<file path="config.mk">
export PLATFORM = sky130hd
export DESIGN_NAME = tick_timer
export DESIGN_NICKNAME = d
export VERILOG_FILES = /design/src/rtl/tick_pkg.sv /design/src/rtl/tick_prescale.sv /design/src/rtl/tick_down_counter.sv /design/src/rtl/tick_tally.sv /design/src/rtl/tick_timer.sv
export SDC_FILE = /design/constraint.sdc
export NUM_CORES = 1
export LEC_CHECK = 0
export BUFFER_PORTS_ARGS = -buffer_cell sky130_fd_sc_hd__buf_2
export CORE_ASPECT_RATIO = 1.25
export CORE_UTILIZATION = 63
export DETAILED_ROUTE_END_ITERATION = 7
export GPL_TIMING_DRIVEN = 0
export HOLD_SLACK_MARGIN = 0.03
export PLACE_DENSITY = 0.95
export RECOVER_POWER = 50
export SLEW_MARGIN = 20
export SYNTH_ARGS = -nofsm -noshare
export SYNTH_HDL_FRONTEND = slang
export SYNTH_SLANG_ARGS = --single-unit
</file>
<file path="constraint.sdc">
create_clock -name clk -period 5.5 [get_ports clk]
set_input_delay 1.1 -clock clk [delete_from_list [all_inputs] [get_ports clk]]
set_output_delay 1.1 -clock clk [all_outputs]
set_load 0.02 [all_outputs]
</file>
<file path="src/rtl/tick_pkg.sv">
package tick_pkg;
  localparam int unsigned CTL_EN_BIT   = 0;
  localparam int unsigned CTL_IE_BIT   = 1;
  localparam int unsigned CTL_SRC_BIT  = 2;
  localparam int unsigned CTL_FLAG_BIT = 16;

  typedef enum logic [1:0] {
    REG_CTRL   = 2'd0,
    REG_RELOAD = 2'd1,
    REG_VALUE  = 2'd2,
    REG_TALLY  = 2'd3
  } tick_reg_e;
endpackage

</file>
<file path="src/rtl/tick_prescale.sv">
module tick_prescale #(
  parameter int unsigned DIV = 8
) (
  input  logic clk,
  input  logic rst,
  input  logic en_i,
  input  logic core_sel_i,
  output logic step_o
);
  generate
    if (DIV > 1) begin : g_div
      localparam int unsigned PW = $clog2(DIV);
      logic [PW-1:0] phase_q;
      logic          last;
      assign last = (phase_q == PW'(DIV - 1));
      always_ff @(posedge clk) begin
        if (rst || !en_i) phase_q <= '0;
        else if (last)    phase_q <= '0;
        else              phase_q <= phase_q + 1'b1;
      end
      assign step_o = en_i && (core_sel_i || last);

      a_r3_div_spacing: assert property (@(posedge clk) disable iff (rst)
        (step_o && !core_sel_i) |=> (!step_o || core_sel_i));
    end else begin : g_nodiv
      assign step_o = en_i;
    end
  endgenerate
endmodule

</file>
<file path="src/rtl/tick_down_counter.sv">
module tick_down_counter #(
  parameter int unsigned W = 24
) (
  input  logic         clk,
  input  logic         rst,
  input  logic         step_i,
  input  logic         clear_i,
  input  logic [W-1:0] reload_i,
  output logic [W-1:0] value_o,
  output logic         wrap_o
);
  logic [W-1:0] value_q;

  always_ff @(posedge clk) begin
    if (rst || clear_i)         value_q <= '0;
    else if (step_i) begin
      if (value_q == '0)        value_q <= reload_i;
      else                      value_q <= value_q - 1'b1;
    end
  end

  assign value_o = value_q;
  assign wrap_o  = step_i && !clear_i && (value_q == W'(1));

  a_r2_decrement: assert property (@(posedge clk) disable iff (rst)
    (step_i && !clear_i && value_q > W'(1)) |=> (value_q == $past(value_q) - 1'b1));
  a_r6_clear: assert property (@(posedge clk) disable iff (rst)
    clear_i |=> (value_q == '0));
  a_r7_zero_reload: assert property (@(posedge clk) disable iff (rst)
    (step_i && !clear_i && value_q == '0 && reload_i == '0) |=> (value_q == '0));
  a_r8_hold: assert property (@(posedge clk) disable iff (rst)
    (!step_i && !clear_i) |=> $stable(value_q));
endmodule

</file>
<file path="src/rtl/tick_tally.sv">
module tick_tally #(
  parameter int unsigned W = 32
) (
  input  logic         clk,
  input  logic         rst,
  input  logic         inc_i,
  output logic [W-1:0] count_o
);
  logic [W-1:0] count_q;

  always_ff @(posedge clk) begin
    if (rst)        count_q <= '0;
    else if (inc_i) count_q <= count_q + 1'b1;
  end

  assign count_o = count_q;

  a_r9_increment: assert property (@(posedge clk) disable iff (rst)
    inc_i |=> (count_q == $past(count_q) + 1'b1));
  a_r9_steady: assert property (@(posedge clk) disable iff (rst)
    !inc_i |=> $stable(count_q));
endmodule

</file>
<file path="src/rtl/tick_timer.sv">
module tick_timer
  import tick_pkg::*;
#(
  parameter int unsigned CNT_W   = 24,
  parameter int unsigned TALLY_W = 32,
  parameter int unsigned DIV     = 8,
  parameter int unsigned DATA_W  = 32,
  parameter int unsigned ADDR_W  = 2
) (
  input  logic              clk,
  input  logic              rst,
  input  logic              wr_en_i,
  input  logic              rd_en_i,
  input  logic [ADDR_W-1:0] addr_i,
  input  logic [DATA_W-1:0] wdata_i,
  output logic [DATA_W-1:0] rdata_o,
  output logic              irq_o
);
  logic             en_q, ie_q, src_q, flag_q, irq_q;
  logic [CNT_W-1:0] reload_q;
  logic [CNT_W-1:0] value;
  logic [TALLY_W-1:0] tally;
  logic [DATA_W-1:0] rdata_q;
  logic             step, wrap;
  logic             wr_ctrl, wr_reload, wr_value, rd_ctrl;
  logic             flag_d, ie_d;

  assign wr_ctrl   = wr_en_i && (addr_i == ADDR_W'(REG_CTRL));
  assign wr_reload = wr_en_i && (addr_i == ADDR_W'(REG_RELOAD));
  assign wr_value  = wr_en_i && (addr_i == ADDR_W'(REG_VALUE));
  assign rd_ctrl   = rd_en_i && (addr_i == ADDR_W'(REG_CTRL));

  tick_prescale #(.DIV(DIV)) u_pre (
    .clk(clk), .rst(rst), .en_i(en_q), .core_sel_i(src_q), .step_o(step)
  );

  tick_down_counter #(.W(CNT_W)) u_cnt (
    .clk(clk), .rst(rst), .step_i(step), .clear_i(wr_value),
    .reload_i(reload_q), .value_o(value), .wrap_o(wrap)
  );

  tick_tally #(.W(TALLY_W)) u_tally (
    .clk(clk), .rst(rst), .inc_i(wrap), .count_o(tally)
  );

  always_comb begin
    flag_d = wrap || (flag_q && !rd_ctrl && !wr_value);
    ie_d   = wr_ctrl ? wdata_i[CTL_IE_BIT] : ie_q;
  end

  always_ff @(posedge clk) begin
    if (rst) begin
      en_q     <= 1'b0;
      ie_q     <= 1'b0;
      src_q    <= 1'b0;
      flag_q   <= 1'b0;
      irq_q    <= 1'b0;
      reload_q <= '0;
    end else begin
      if (wr_ctrl) begin
        en_q  <= wdata_i[CTL_EN_BIT];
        src_q <= wdata_i[CTL_SRC_BIT];
      end
      ie_q   <= ie_d;
      if (wr_reload) reload_q <= wdata_i[CNT_W-1:0];
      flag_q <= flag_d;
      irq_q  <= flag_d && ie_d;
    end
  end

  always_ff @(posedge clk) begin
    if (rst) rdata_q <= '0;
    else if (rd_en_i) begin
      rdata_q <= '0;
      case (addr_i)
        ADDR_W'(REG_CTRL): begin
          rdata_q[CTL_EN_BIT]   <= en_q;
          rdata_q[CTL_IE_BIT]   <= ie_q;
          rdata_q[CTL_SRC_BIT]  <= src_q;
          rdata_q[CTL_FLAG_BIT] <= flag_q;
        end
        ADDR_W'(REG_RELOAD): rdata_q[CNT_W-1:0] <= reload_q;
        ADDR_W'(REG_VALUE):  rdata_q[CNT_W-1:0] <= value;
        default:             rdata_q[TALLY_W-1:0] <= tally;
      endcase
    end
  end

  assign rdata_o = rdata_q;
  assign irq_o   = irq_q;

  a_r4_wrap_sets_flag: assert property (@(posedge clk) disable iff (rst)
    wrap |=> flag_q);
  a_r5_read_clears: assert property (@(posedge clk) disable iff (rst)
    (rd_ctrl && !wrap) |=> !flag_q);
  a_r6_write_clears_flag: assert property (@(posedge clk) disable iff (rst)
    wr_value |=> !flag_q);
  a_r4_irq_needs_flag: assert property (@(posedge clk) disable iff (rst)
    irq_o |-> flag_q);
endmodule

</file>
; ---- Word-level counts from Yosys, hierarchy flattened
; Cells that the tools add are included.
[op_classes]
add_sub_neg = 3
eq_ne = 4
n_mux = 7
n_reduce_logical = 21
[op_table]
columns = cell, n
row1 = $pmux 13 s3, 1
row2 = $add 32x1->32 const B, 1
row3 = $eq 24x1->1 const B, 1
row4 = $logic_not 24->1, 1
row5 = $mux 24, 1
row6 = $sub 24x1->24 const B, 1
row7 = $pmux 7 s3, 1
row8 = $logic_and 1x1->1, 10
row9 = $pmux 3 s3, 1
row10 = $mux 8, 1
row11 = $logic_or 1x1->1, 4
row12 = $add 3x1->3 const B, 1
row13 = $eq 3x3->1 const B, 1
row14 = $logic_not 1->1, 3
row15 = $pmux 1 s3, 1
row16 = $reduce_or 3->1, 1
row17 = $eq 2x1->1 const B, 1
row18 = $eq 2x2->1 const B, 1
row19 = $logic_not 2->1, 1
row20 = $reduce_or 2->1, 1
row21 = $mux 1, 1
[word_totals]
reg_bits = 120
input_bits = 38
wordCells = 45

; ---- Longest topological paths before layout
; Gate-level depths: netlist of run 1.
[logic_depth]
word_depth = 7
mapped_depth = 9

; ---- Hierarchy
; Synthesis of run 1 repeated with hierarchy kept, for this count alone.
[unflattened]
hier_cells = 708
hier_area_um2 = 5983.2
[modules_own_cells]
columns = mod, instances, cells_each, area_per_inst_um2, seq_area_each_um2
row1 = tick_timer, 1, 314, 2696.3, 1221.2
row2 = tick_down_counter, 1, 204, 1590.3, 480.5
row3 = tick_tally, 1, 181, 1564.0, 640.6
row4 = tick_prescale, 1, 9, 132.6, 60.1

; ---- Least setup slack after synthesis of run 1
; Ideal clock, no wire load.
[synth_timing]
kind = register -> register
from = register u_cnt.value_q[8], in the netlist u_cnt.value_o[8]
to = register u_tally.count_q[31], in the netlist u_tally.count_o[31]
setup_ns = 0.121
t_arrival_ns = 2.853
t_required_ns = 5.379
path_slack_ns = 2.527
stages_incl_launch_ff = 8
synth_period_minus_slack_ns = 2.973
path_cell_list = dfxtp_1 > or4_4 > or4_1 > buf_2 > or4_4 > buf_6 > nor4_1 > mux2_2
[synth_via]
elab_chain_len = 2
[synth_rtl]
columns = item, line_no
row1 = start: declaration, tick_down_counter.sv:12  ; logic [W-1:0] value_q;
row2 = start signal: assignment, tick_down_counter.sv:17  ; if (value_q == '0) value_q <= reload_i;
row3 = start signal: assignment, tick_down_counter.sv:18  ; else value_q <= value_q - 1'b1;
row4 = $eq 24x1->1, tick_down_counter.sv:23  ; assign wrap_o = step_i && !clear_i && (value_q == W'(1));
row5 = $logic_and 1x1->1, tick_down_counter.sv:23
row6 = end signal: assignment, tick_tally.sv:13  ; else if (inc_i) count_q <= count_q + 1'b1;
row7 = end: declaration, tick_tally.sv:9  ; logic [W-1:0] count_q;
; Every way passes these cells.
; A chain may end at the register's enable or synchronous reset.

; ---- Final worst setup path of run 1
[layout_timing]
from = register u_cnt.value_q[20], in the netlist u_cnt.value_o[20]
to = register u_tally.count_q[31], in the netlist u_tally.count_o[31]
; Same word-level chain as after synthesis.

==> results of run 1 <==
## through the flow
step	hold WS, ns	std cells	cell area, um^2
6_report	0.460	921	6930
5_1_grt	0.485	921	6930
4_1_cts	0.458	921	6970
3_5_place_dp	0.438	890	6330
3_3_place_gp	0.407	890	6330
2_1_floorplan	0.398	706	5870
## worst max-delay path, delay by kind of cell, from the launching register on
family,cells,cell delay [ns]
buffers and inverters,2,0.41
and+or+nand+nor,4,2.18
DFF,1,0.37
muxes,1,0.40
## metal layers
layer / vias to the layer above / global-route usage (%)
met4: 0 / 29.8
li1: 2762 / -
met2: 534 / 67.1
met3: 153 / 10.4
met1: 2891 / 46.9
met5: - / 0
## flip-flops by register name, indices dropped and copies added, names as in the netlist
register and count:
u_cnt.value_o 24, u_tally.count_o 32, en_q 1, src_q 1, flag_q 1, reload_q 24, irq_o 1, rdata_o 32
ie_q 1, u_pre.g_div.phase_q 3
## kinds of logic after synthesis
logic type      Yosys count  synth area share, %
compound gates          181                 19.0
xor+xnor                  6                0.895
fa+ha+maj                 6                 1.28
buf+inv                  60                 3.99
flops                   120                 40.9
mux                      45                 8.93
simple gates            288                 25.0
## final timing paths
check | endpoint | startpoint
setup / recovery | u_tally.count_o[31] | u_cnt.value_o[20]
setup reg to reg | u_tally.count_o[31] | u_cnt.value_o[20]
hold reg to reg | u_pre.g_div.phase_q[0] | u_pre.g_div.phase_q[0]
hold / removal | u_pre.g_div.phase_q[0] | u_pre.g_div.phase_q[0]
## placed cells by master (no fill, tap or decap), types with 12 or more instances in the layout
cell                        instances
sky130_fd_sc_hd__nand4_1           12
sky130_fd_sc_hd__nor2_1            47
sky130_fd_sc_hd__clkbuf_1          86
sky130_fd_sc_hd__nand3_1           27
sky130_fd_sc_hd__or4_1             24
sky130_fd_sc_hd__o21ai_0           20
sky130_fd_sc_hd__a22oi_1           22
sky130_fd_sc_hd__buf_2             25
sky130_fd_sc_hd__o31ai_1           15
sky130_fd_sc_hd__a211oi_1          20
sky130_fd_sc_hd__or3_1             18
sky130_fd_sc_hd__nand2_1           91
sky130_fd_sc_hd__a21oi_1           75
sky130_fd_sc_hd__nor3_1            17
sky130_fd_sc_hd__dfxtp_1          120
sky130_fd_sc_hd__mux2i_1           22
sky130_fd_sc_hd__clkbuf_16         17
sky130_fd_sc_hd__o22ai_1           14
sky130_fd_sc_hd__mux2_2            19
## area by class of cell
| type | count | area, um^2 | area share (%) |
|---|---|---|---|
| flip-flops and latches | 120 | 2400 | 34.7 |
| clock buffers | 22 | 474 | 6.85 |
| well taps | 123 | 154 | 2.22 |
| plain buffers | 51 | 199 | 2.87 |
| clock inverters | 9 | 170 | 2.46 |
| multi-input cells | 526 | 3230 | 46.7 |
| inverters | 9 | 33.8 | 0.488 |
| repair buffers | 61 | 260 | 3.76 |
## power by group through the flow
stage	Clock (mW)	Sequential, mW	Combinational, mW
floorplan	0	0.920	0.0653
global placement	0	0.912	0.114
detailed placement	0	0.913	0.118
CTS	1.22	0.895	0.119
global route	1.26	0.897	0.128
finish	1.22	0.896	0.120
==> run summary, run 1 <==
After clock tree synthesis, the clock-pin slew on the worst setup and hold paths is 0.06 ns. After detailed routing, the average wire length per cell comes to 20.9 um. After the last flow step, the layout net total stands at 830.

The highest net fanout along the worst path is 10. The number of synthesized register bits is 120. The longest clock path from root to sink contains 2 buffers. In the post-route analysis, the smallest setup slack over all paths is 2.02 ns. The cell with the most instances after synthesis is sky130_fd_sc_hd__dfxtp_1. The combinational share of power came out at 5.4%.

The path class of the tightest hold or removal check is reg -> reg. The static leakage is 2.44 nW. The via count of the first global-routing pass is 5938. The synthesis warning total came out at 0. The post-synthesis to final-layout area growth came out at 18.0%. After detailed routing, the met3 layer carries 2.22 mm of wire.

TritonCTS built the clock tree. The total routed wirelength is 19.2 mm. Routed signal wires occupy layers up through met4. The worst setup path is captured at a register. The switching share of total power came out at 21.6%. The number of hold buffers added after CTS is 0. The net switching power figure is 0.485 mW. The count of port buffers added during placement is 61.

The detailed router placed 6340 vias in this run. The buffer type at the clock tree root is sky130_fd_sc_hd__clkbuf_16. The total overflow reported by the global router is 0. After synthesis, the cell types taking the most area are sky130_fd_sc_hd__dfxtp_1, sky130_fd_sc_hd__a21oi_1, sky130_fd_sc_hd__nand2_1, sky130_fd_sc_hd__mux2i_1, sky130_fd_sc_hd__mux2_2. The max-slew violation count came to 0. The tree built by TritonCTS fans out to 120 sinks. The relative slew slack came out at 50.5%. The distinct cell type count after synthesis came out at 46.

The number of antenna cells inserted came out at 0. The clock tree synthesis step divided the H-tree into 4 levels. The global placer's final weighted congestion is 1.00. The area fraction of the dominant cell type after synthesis came out at 40.9%. After detailed routing, the number of remaining DRC violations is 0.

The run finished with clean final reports. The worst-case setup slack after placement came out at 2.31 ns. The number of antenna violations at the first check in global routing is 0. The worst hold path depth came out at 1. The share of final-layout standard cells stronger than drive strength 1 is 10.8%. The total routing usage reported by global routing came out at 41.4%. The total iterations of the first detailed-routing run is 8. The overall die area came out at 9710 um^2. The data required time of the critical path is 5.80 ns. The largest total area in the synthesized netlist belongs to sky130_fd_sc_hd__dfxtp_1. Counting every instance in the synthesized netlist gives 706.

The first-pass GRT wire length is 30.0 mm. Among all flip-flop cells after synthesis, the most frequent one is sky130_fd_sc_hd__dfxtp_1. The pin count of the biggest net entering global routing is 17. The placed wire-length estimate is 13.0 mm. After the first detailed-routing iteration, the DRC count stood at 793. The average via count per standard cell came out at 6.88. The core region area is 9080 um^2. The highest attainable clock frequency came out at 287 MHz. The latest clock arrival within the worst-skew pair came out at 0.42 ns. The share of the clock period used by the worst path after layout is 63.4%. The number of instances resized during post-cts repair came out at 0. The number of nets with antenna violations after detailed routing is 0. Per report_power, the clock group accounts for 54.6% of the total. The minimum period implied by the final worst setup slack came out at 3.48 ns.

For this design the ratio of total power to cell area is 323 nW/um^2. The async set-or-reset flop fraction in the synthesized netlist is 0%. The horizontal die dimension is 88.3 um. Per report_power, the sequential group accounts for 40.0% of the total.

Across the run, the number of max-cap violations was 0. For this block, wires on met1 add up to 6.72 mm. The buffer count from post-CTS setup fixing came out at 0.

Among the stages of the critical path, the cell type that occurs most often is sky130_fd_sc_hd__or4_1. The total count of hold-check failures in the final report is 0. Setup violations remaining at the end of the flow were counted as 0.

The post-synthesis sequential area ratio came out at 40.9%. Setup repair after global routing left no endpoint under its margin. The total power draw is 2.24 mW. Wire segments on met2 add up to 8.90 mm in the final route. The category of the critical setup timing path is reg -> reg. The reg-to-reg setup timing slack came out at 2.02 ns. The average cell area after synthesis came out at 8.31 um^2. The depth of the worst register-to-register path came out at 7. The total negative slack for setup checks is 0 ns.

The fill cell total of the finished layout came out at 638. Counting the buffers created by CTS gives 17. Counting instances in the post-synthesis netlist gives the leading cell types as sky130_fd_sc_hd__dfxtp_1, sky130_fd_sc_hd__nand2_1, sky130_fd_sc_hd__a21oi_1. The number of nets produced by synthesis is 750. On the final layout, the worst clock skew is 0.00850 ns. The data arrival time of the critical path is 3.79 ns. The number of synthesized flops with an enable pin is 0.

The maximum vdd ir drop is 251 uV. Traced cell by cell, the critical path runs through or4_1 > or4_1 > clkbuf_1 > or4_4 > buf_6 > nor4_1 > mux2_2. 71 I/O pins were placed. The internal portion of the total power is 1.76 mW. Measured along the y axis, the die boundary spans 110 um.

The mapped netlist covers 5870 um^2. The initial core utilization is 64.7%. The share of the core filled with cells is 76.3%.

The delay of the slowest critical-path stage came out at 0.62 ns. The kind of start point of the critical path is a register. The slowest stage cell on the critical path is sky130_fd_sc_hd__or4_1. The floorplan has 39 rows.

The transition time at the pin with the least slew margin came out at 0.743 ns.
Power figures use the tool's default switching activity.
==> run 2, diff against run 1 <==
--- a/config.mk
+++ b/config.mk
@@ -5,13 +5,14 @@
 export SDC_FILE = /design/constraint.sdc
 export NUM_CORES = 1
 export LEC_CHECK = 0
+export ABC_AREA = 1
 export BUFFER_PORTS_ARGS = -buffer_cell sky130_fd_sc_hd__buf_2
 export CORE_ASPECT_RATIO = 1.25
-export CORE_UTILIZATION = 63
+export CORE_UTILIZATION = 59
 export DETAILED_ROUTE_END_ITERATION = 7
 export GPL_TIMING_DRIVEN = 0
 export HOLD_SLACK_MARGIN = 0.03
-export PLACE_DENSITY = 0.95
+export PLACE_DENSITY = 0.9
 export RECOVER_POWER = 50
 export SLEW_MARGIN = 20
 export SYNTH_ARGS = -nofsm -noshare
==> constraint.sdc (replaced) <==
create_clock -name clk -period 3.3 [get_ports clk]
set_input_delay 0.66 -clock clk [delete_from_list [all_inputs] [get_ports clk]]
set_output_delay 0.66 -clock clk [all_outputs]
set_load 0.02 [all_outputs]
==> run 2 against run 1 <==
  * Synthesized area is 9.1% higher
  * Global-route usage is 3.7 points lower
  * Fmax rose by 56%
  * Cell area rose by 7.8%
  * Synthesized cell count rose by 40%
  * Hold slack got worse by 0.024 ns
  * Register-to-register slack got worse by 0.95 ns
  * Core utilization shrank 5.6 points
  * Highest routed layer unchanged
  * Critical path depth grew 3
  * Final cell count increased by 31%
  * Clock power grew 65%
  * Total power grew 69%
==> run summary, run 2 <==
The average via count per standard cell came to 5.88 (-15%). The share of final-layout standard cells stronger than drive strength 1 came out at 8.53% (-2.3 points). The final setup violation count is 0 (unchanged). The worst setup path is launched from a register. The number of nets produced by synthesis is 1031 (+37%). The async set-or-reset flop fraction in the synthesized netlist came out at 0% (unchanged).

The global placer's final weighted congestion is 0.993 (-0.73%). The pin count of the biggest net entering global routing is 17 (unchanged). The data arrival time of the critical path was 2.58 ns (-1.21 ns). The number of nets with antenna violations after detailed routing is 0 (unchanged). The total negative slack for setup checks was 0 ns (unchanged). The post-synthesis sequential area ratio came out at 37.5% (-3.4 points).

The maximum clock insertion buffer count came out at 2 (unchanged). The highest net fanout along the worst path is 10 (unchanged). The clock buffer count from CTS is 17 (unchanged).

The number of nets in the finished design came out at 1110 (+34%). The clock transition time at the flip-flop clock pins of the worst setup and hold paths is 0.06 ns (about the same). The worst setup margin is 1.07 ns (-0.948 ns). The relative slew slack is 58.6% (+8.1 points). The cell with the most instances after synthesis is sky130_fd_sc_hd__nand2_1.

The via count of the first global-routing pass came out at 6569 (+11%). STA classifies the critical path endpoint as a register. The total routing usage reported by global routing came to 37.7% (-3.7 points). The number of hold buffers added after CTS came out at 0 (unchanged).

The number of buffer and inverter stages on the critical path came out at 2 (unchanged). The DRC violation total after the first TritonRoute iteration is 714 (-10%). The worst hold endpoint is u_pre.g_div.phase_q[0].

The transition time at the pin with the least slew margin came out at 0.622 ns (-0.121 ns). The share of the clock period used by the worst path after layout is 67.6% (+4.3 points). The die span in y came out at 118 um (+7.8%).

The worst hold path begins at u_pre.g_div.phase_q[0]. By area the synthesized netlist is led by sky130_fd_sc_hd__dfxtp_1, sky130_fd_sc_hd__nand2_1, sky130_fd_sc_hd__nor2_1, sky130_fd_sc_hd__a21oi_1, sky130_fd_sc_hd__inv_1. The power per unit of standard cell area is 508 nW/um^2 (+57%).

The library cells used most frequently in the layout, excluding fill and tap cells, are sky130_fd_sc_hd__nand2_1, sky130_fd_sc_hd__dfxtp_1, sky130_fd_sc_hd__nor2_1. The reg-to-reg setup timing slack is 1.07 ns (-0.95 ns). The CTS sink count is 120 (unchanged). The worst hold path depth came to 1 (unchanged).

The maximum vdd ir drop was 341 uV (+36%). The run finished with clean final reports. The number of top-level design ports is 71 (unchanged). The total power draw is 3.79 mW (+69%).

The slowest stage cell on the critical path is sky130_fd_sc_hd__o21ai_2. The most common cell after layout, fill and taps aside is sky130_fd_sc_hd__nand2_1. In this design, the critical path's most frequently occurring cell is sky130_fd_sc_hd__ha_1. The number of synthesized flops with an enable pin is 0 (unchanged).

The tree is rooted in a sky130_fd_sc_hd__clkbuf_16. The number of instances resized during post-cts repair is 0 (unchanged). The total routed wirelength came out at 20.3 mm (+5.6%). The total via count after detailed routing was 7123 (+12%). The average cell area after synthesis is 6.49 um^2 (-22%). Grouping stages by cell kind, the critical path spends the most delay in compound AO/OA/AOI/OAI gates. For this run, the leading register cell type out of synthesis is sky130_fd_sc_hd__dfxtp_1. The max-slew violation count is 0 (unchanged).

The signal on the critical path passes through ha_1 > ha_1 > o21ai_2 > nor2_1 > nand3_2 > nor2_8 > inv_2 > buf_2 > nand2_1 > a21oi_1. The distinct cell type count after synthesis came out at 35 (-24%). The delay of the slowest critical-path stage is 0.47 ns (-0.15 ns).

TritonCTS built the clock tree. The clock skew after layout is 0.00774 ns (-0.000762 ns). The cell count after synthesis came out at 987 (+40%). The worst register-to-register path begins at u_pre.g_div.phase_q[0].

From synthesis to final layout, the design area changed by 16.5%. The average wire per cell in the routed design came out at 16.8 um (-20%). The highest attainable clock frequency came out at 448 MHz (+56%). The worst-case setup slack after placement came out at 1.08 ns (-1.23 ns). The horizontal die dimension came out at 95.2 um (+7.8%).

The number of antenna violations at the first check in global routing is 0 (unchanged). The minimum period implied by the final worst setup slack came to 2.23 ns (-1.25 ns). The first-pass GRT wire length is 32.1 mm (+7.1%). The total overflow reported by the global router was 0 (unchanged). The latest clock arrival within the worst-skew pair was 0.43 ns (about the same). The count of port buffers added during placement is 60 (-1.6%).

The fill cell total of the finished layout is 887 (+39%). The critical path is of the reg -> reg type. The synthesis warning total is 0 (unchanged). The area fraction of the dominant cell type after synthesis was 37.5% (-3.4 points). The depth of the worst register-to-register path came out at 10 (+3). The buffer count from post-CTS setup fixing came out at 0 (unchanged).

The max capacitance violation total is 0 (unchanged). The site row count is 42 (+7.7%). The total count of hold-check failures in the final report is 0 (unchanged). The core region area is 10600 um^2 (+16%).

The post-synthesis instance area came to 6400 um^2 (+9.1%). The static leakage is 2.85 nW (+17%). The placed wire-length estimate came out at 14.8 mm (+14%). The detailed-route DRC error count came to 0 (unchanged). The min-delay analysis places its worst path in the category reg -> reg. The number of antenna cells inserted came to 0 (unchanged). The overall die area is 11300 um^2 (+16%). The cell taking the most area after synthesis is sky130_fd_sc_hd__dfxtp_1. The commonest cells after synthesis are sky130_fd_sc_hd__nand2_1, sky130_fd_sc_hd__dfxtp_1, sky130_fd_sc_hd__nor2_1. The number of synthesized register bits is 120 (unchanged). The initial core utilization was 60.6% (-4.0 points). Setup repair after global routing left no endpoint under its margin.

The data required time of the critical path is 3.65 ns (-2.15 ns). The worst reg2reg path endpoint is u_tally.count_o[24]. The number of levels the H-tree was split into came out at 4 (unchanged).

The total iterations of the first detailed-routing run came out at 5 (-3).
==> run 2: cell count changes in the layout (fill, tap and decap cells not counted), sizes merged, moves of 18 or more <==
cell / previous run / this run
inv: 9 / 88
mux2i: 22 / 0
a211oi: 20 / 0
nand2: 91 / 313
o21ai: 20 / 69
or4: 26 / 0
mux2: 19 / 0
nand3: 27 / 65
a41oi: 0 / 20
clkbuf: 106 / 86
or3: 18 / 0
a22oi: 22 / 0
nor2: 47 / 125
==> run 2: cells by family (layout without fill, tap and decap cells) <==
family	after synthesis	in the layout	synth area share [%]
buf+inv	129	221	8.11
flops	120	120	37.5
fa+ha+maj	6	6	1.17
compound gates	186	186	16.3
simple gates	535	535	35.4
xor+xnor	11	11	1.50
==> run 2: per-layer routing <==
metal  vias up  routed length [um]  track usage, %  part of all wire (%)
li1       3402                   -               -                     -
met1      3146                7130            41.5                    35
met2       443                9810            61.7                    48
met3       132                1920            9.52                   9.4
met4         0                1460            26.9                   7.2
met5         -                   0               0                     0
==> run 2: worst max-delay path by stage <==
stage                          endpoint              startpoint  depth (start not counted)
global placement            rdata_o[24]                     rst                          6
global route        u_tally.count_o[26]  u_pre.g_div.phase_q[0]                         10
floorplan                   rdata_o[24]                     rst                          6
CTS                 u_tally.count_o[27]  u_pre.g_div.phase_q[0]                         10
detailed placement          rdata_o[26]                     rst                          6
finish              u_tally.count_o[24]  u_pre.g_div.phase_q[0]                         10
==> run 2: power breakdown <==
part	total [mW]	internal [mW]	switching (mW)
combinational	0.265	0.0791	0.186
clock	2.01	1.29	0.722
sequential	1.51	1.49	0.0284
==> run 2: cell type report <==
class / count / area (um^2) / share of cell area (%)
Buffer: 43 / 196 / 2.63
Clock buffer: 19 / 443 / 5.93
Clock inverter: 13 / 194 / 2.60
Inverter: 86 / 323 / 4.32
Multi-Input combinational cell: 738 / 3480 / 46.7
Sequential cell: 120 / 2400 / 32.2
Tap cell: 132 / 165 / 2.21
Timing Repair Buffer: 60 / 258 / 3.45
==> run 2: per-stage QoR <==
stage / std cells / util, % / area (um^2) / hold slack [ns]
global route: 1211 / 70.7 / 7460 / 0.473
floorplan: 987 / - / 6400 / 0.399
global placement: 1179 / 65.0 / 6870 / 0.411
finish: 1211 / 70.7 / 7460 / 0.436
CTS: 1211 / 71.1 / 7510 / 0.430
detailed placement: 1179 / 65.0 / 6870 / 0.422
==> run 3, diff against run 2 <==
--- a/config.mk
+++ b/config.mk
@@ -8,11 +8,11 @@
 export ABC_AREA = 1
 export BUFFER_PORTS_ARGS = -buffer_cell sky130_fd_sc_hd__buf_2
 export CORE_ASPECT_RATIO = 1.25
-export CORE_UTILIZATION = 59
+export CORE_UTILIZATION = 53
 export DETAILED_ROUTE_END_ITERATION = 7
 export GPL_TIMING_DRIVEN = 0
 export HOLD_SLACK_MARGIN = 0.03
-export PLACE_DENSITY = 0.9
+export PLACE_DENSITY = 0.86
 export RECOVER_POWER = 50
 export SLEW_MARGIN = 20
 export SYNTH_ARGS = -nofsm -noshare
==> constraint.sdc (replaced) <==
create_clock -name clk -period 1.9 [get_ports clk]
set_input_delay 0.38 -clock clk [delete_from_list [all_inputs] [get_ports clk]]
set_output_delay 0.38 -clock clk [all_outputs]
set_load 0.02 [all_outputs]
==> run 3 against run 2 <==
  * Final cell count up 3.1%
  * Die area is 11% higher
  * Largest power group unchanged
  * Clock-buffer cell count down 1
  * Via count increased by 0.69%
  * Clock power rose by 73%
  * Critical path type unchanged
  * Setup slack got worse by 1.0 ns
  * Global-route usage decreased by 2.9 points
==> run summary, run 3 (synthesized netlist as in run 2, its figures left out) <==
The final setup violation count came out at 0 (unchanged). The post-synthesis to final-layout area growth came out at 20.7%. The clock buffer count from CTS came to 17 (unchanged). Tracing the worst setup path back leads to its startpoint at u_pre.g_div.phase_q[1].

The total count of hold-check failures in the final report came out at 0 (unchanged). The minimum period implied by the final worst setup slack is 1.87 ns (-0.364 ns). The placed wire-length estimate was 15.3 mm (+3.5%). The data required time of the critical path came to 2.20 ns (-1.45 ns). The wire length on met3 is 1.96 mm (+1.9%). The fill cell total of the finished layout is 1032 (+16%). The total via count after detailed routing is 7172 (+0.69%). The reg-to-reg setup timing slack came to 0.03 ns (-1.04 ns). Leaving out fill and tap cells, the most frequent cell in the layout is sky130_fd_sc_hd__nand2_1. The buffer type at the clock tree root is sky130_fd_sc_hd__clkbuf_16.

The number of levels the H-tree was split into was 4 (unchanged). The combined area of the multi-input logic cells is 3610 um^2 (+3.7%). The clock skew after layout is 0.00725 ns (-0.000491 ns). The data arrival time of the critical path was 2.17 ns (-0.41 ns). The total negative slack for setup checks came out at 0 ns (unchanged). The power per unit of standard cell area came out at 851 nW/um^2 (+68%). The maximum clock insertion buffer count came out at 2 (unchanged). The horizontal die dimension was 100 um (+5.4%). The core region area came to 11700 um^2 (+10%).

The number of antenna cells inserted is 0 (unchanged). In this run the most critical hold path is launched from wdata_i[19]. The CTS sink count is 120 (unchanged). The average wire per cell in the routed design came out at 17.2 um (+2.2%). The total overflow reported by the global router was 0 (unchanged). The total routing usage reported by global routing is 34.8% (-2.9 points). The maximum vdd ir drop is 553 uV (+62%). The critical path is of the reg -> reg type.

The pin count of the biggest net entering global routing is 17 (unchanged). The worst-case setup slack after placement came out at -0.284 ns (-1.36 ns). The wire length on met1 came to 7.62 mm (+6.9%).

The worst setup path is captured at a register. The number of antenna violations at the first check in global routing is 0 (unchanged). The worst hold-check path type is in -> reg. The total routed wirelength is 21.4 mm (+5.3%).

STA classifies the critical path startpoint as a register. The detailed-route DRC error count was 0 (unchanged). The via count of the first global-routing pass is 6862 (+4.5%). The max-slew violation count is 0 (unchanged). The number of hold buffers added after CTS is 0 (unchanged).

Leaving out fill and tap cells, the most frequent cells in the layout are sky130_fd_sc_hd__nand2_1, sky130_fd_sc_hd__dfxtp_1, sky130_fd_sc_hd__nor2_1. After detailed routing, no signal wire sits above met4. The run finished with clean final reports. The initial core utilization was 54.9% (-5.8 points).

The total met2 wirelength after detailed routing is 10.5 mm (+7.1%). The sequential cell area came out at 2410 um^2 (+0.16%). The static leakage is 2.93 nW (+2.6%). The number of nets with antenna violations after detailed routing was 0 (unchanged). The global placer's final weighted congestion came out at 0.979 (-1.5%). The latest clock arrival within the worst-skew pair is 0.43 ns (about the same). The die span in y came out at 125 um (+5.4%). The overall die area came out at 12500 um^2 (+11%).

The number of top-level design ports is 71 (unchanged). The clock transition time at the flip-flop clock pins of the worst setup and hold paths came to 0.06 ns (about the same). The average via count per standard cell came out at 5.75 (-2.3%). The max capacitance violation total is 0 (unchanged). The DRC violation total after the first TritonRoute iteration is 602 (-16%). The share of final-layout standard cells stronger than drive strength 1 was 11.7% (+3.2 points). The worst setup margin came out at 0.0317 ns (-1.04 ns). TritonCTS built the clock tree. The first-pass GRT wire length was 33.6 mm (+4.8%). The number of nets in the finished design was 1118 (+0.72%).

The share of the core filled with cells is 66.2% (-4.4 points). The highest attainable clock frequency came out at 535 MHz (+19%). The highest net fanout along the worst path came out at 10 (unchanged). The share of the clock period used by the worst path after layout came to 98.3% (+31 points). The worst register-to-register path begins at u_pre.g_div.phase_q[1]. Setup repair after global routing could not meet its margin everywhere. The site row count is 44 (+4.8%). The relative slew slack came out at 50.9% (-7.7 points).

The transition time at the pin with the least slew margin is 0.736 ns (+0.115 ns). The count of port buffers added during placement came to 60 (unchanged). The total iterations of the first detailed-routing run is 6 (+1).
==> run 3: cell count changes in the layout (fill, tap and decap cells not counted), sizes merged <==
cell	before	now
inv	88	87
nor2	125	126
clkinv	3	5
buf	36	42
==> run 3: layer usage <==
layer / GRT usage (%) / vias up
met4: 24.5 / 0
met1: 37.9 / 3247
met2: 59.2 / 399
met5: 0 / -
met3: 7.63 / 110
li1: - / 3416
==> run 3: final timing paths <==
| path | end | depth (start not counted) |
|---|---|---|
| worst max-delay path | u_tally.count_o[25] | 10 |
| worst min-delay path | reload_q[19] | 3 |
| worst max register to register | u_tally.count_o[25] | 10 |
| worst min register to register | u_pre.g_div.phase_q[0] | 1 |
==> run 3: power by group <==
part           internal [mW]  switching, mW
logic                  0.141          0.331
registers               2.58         0.0492
clock network           2.23           1.24
total                   4.96           1.62
==> run 3: cell type report <==
class | count | area share, %
plain buffers | 43 | 2.82
clock buffers | 18 | 5.68
clock inverters | 14 | 2.54
inverters | 86 | 4.26
multi-input cells | 739 | 46.7
flip-flops and latches | 120 | 31.1
well taps | 161 | 2.61
repair buffers | 67 | 4.24
==> run 3: critical path, stage by stage, from the launching register on <==
cell                      delay (ns)
sky130_fd_sc_hd__dfxtp_1        0.33
sky130_fd_sc_hd__ha_2           0.20
sky130_fd_sc_hd__ha_4           0.15
sky130_fd_sc_hd__o21ai_4        0.10
sky130_fd_sc_hd__nor2_2         0.13
sky130_fd_sc_hd__nand3_2        0.15
sky130_fd_sc_hd__nor2_8         0.24
sky130_fd_sc_hd__buf_6          0.20
sky130_fd_sc_hd__nand4_1        0.11
sky130_fd_sc_hd__nand2_1        0.09
sky130_fd_sc_hd__nor2_1         0.04
==> run 3: repair_timing <==
action,CTS,global route
gates resized for setup,10,39
endpoints found under the setup margin,57,52
pin swaps,2,6
gates cloned,0,3
buffers inserted,3,2
==> run 3: metrics by stage <==
step	std cells	power, mW	hold WS, ns	cell area, um^2
finish	1248	6.58	0.228	7730
global route	1248	6.75	0.247	7730
CTS	1243	6.56	0.225	7600
detailed placement	1208	3.14	0.433	6910
global placement	1208	3.13	0.411	6910
floorplan	987	2.96	0.399	6400
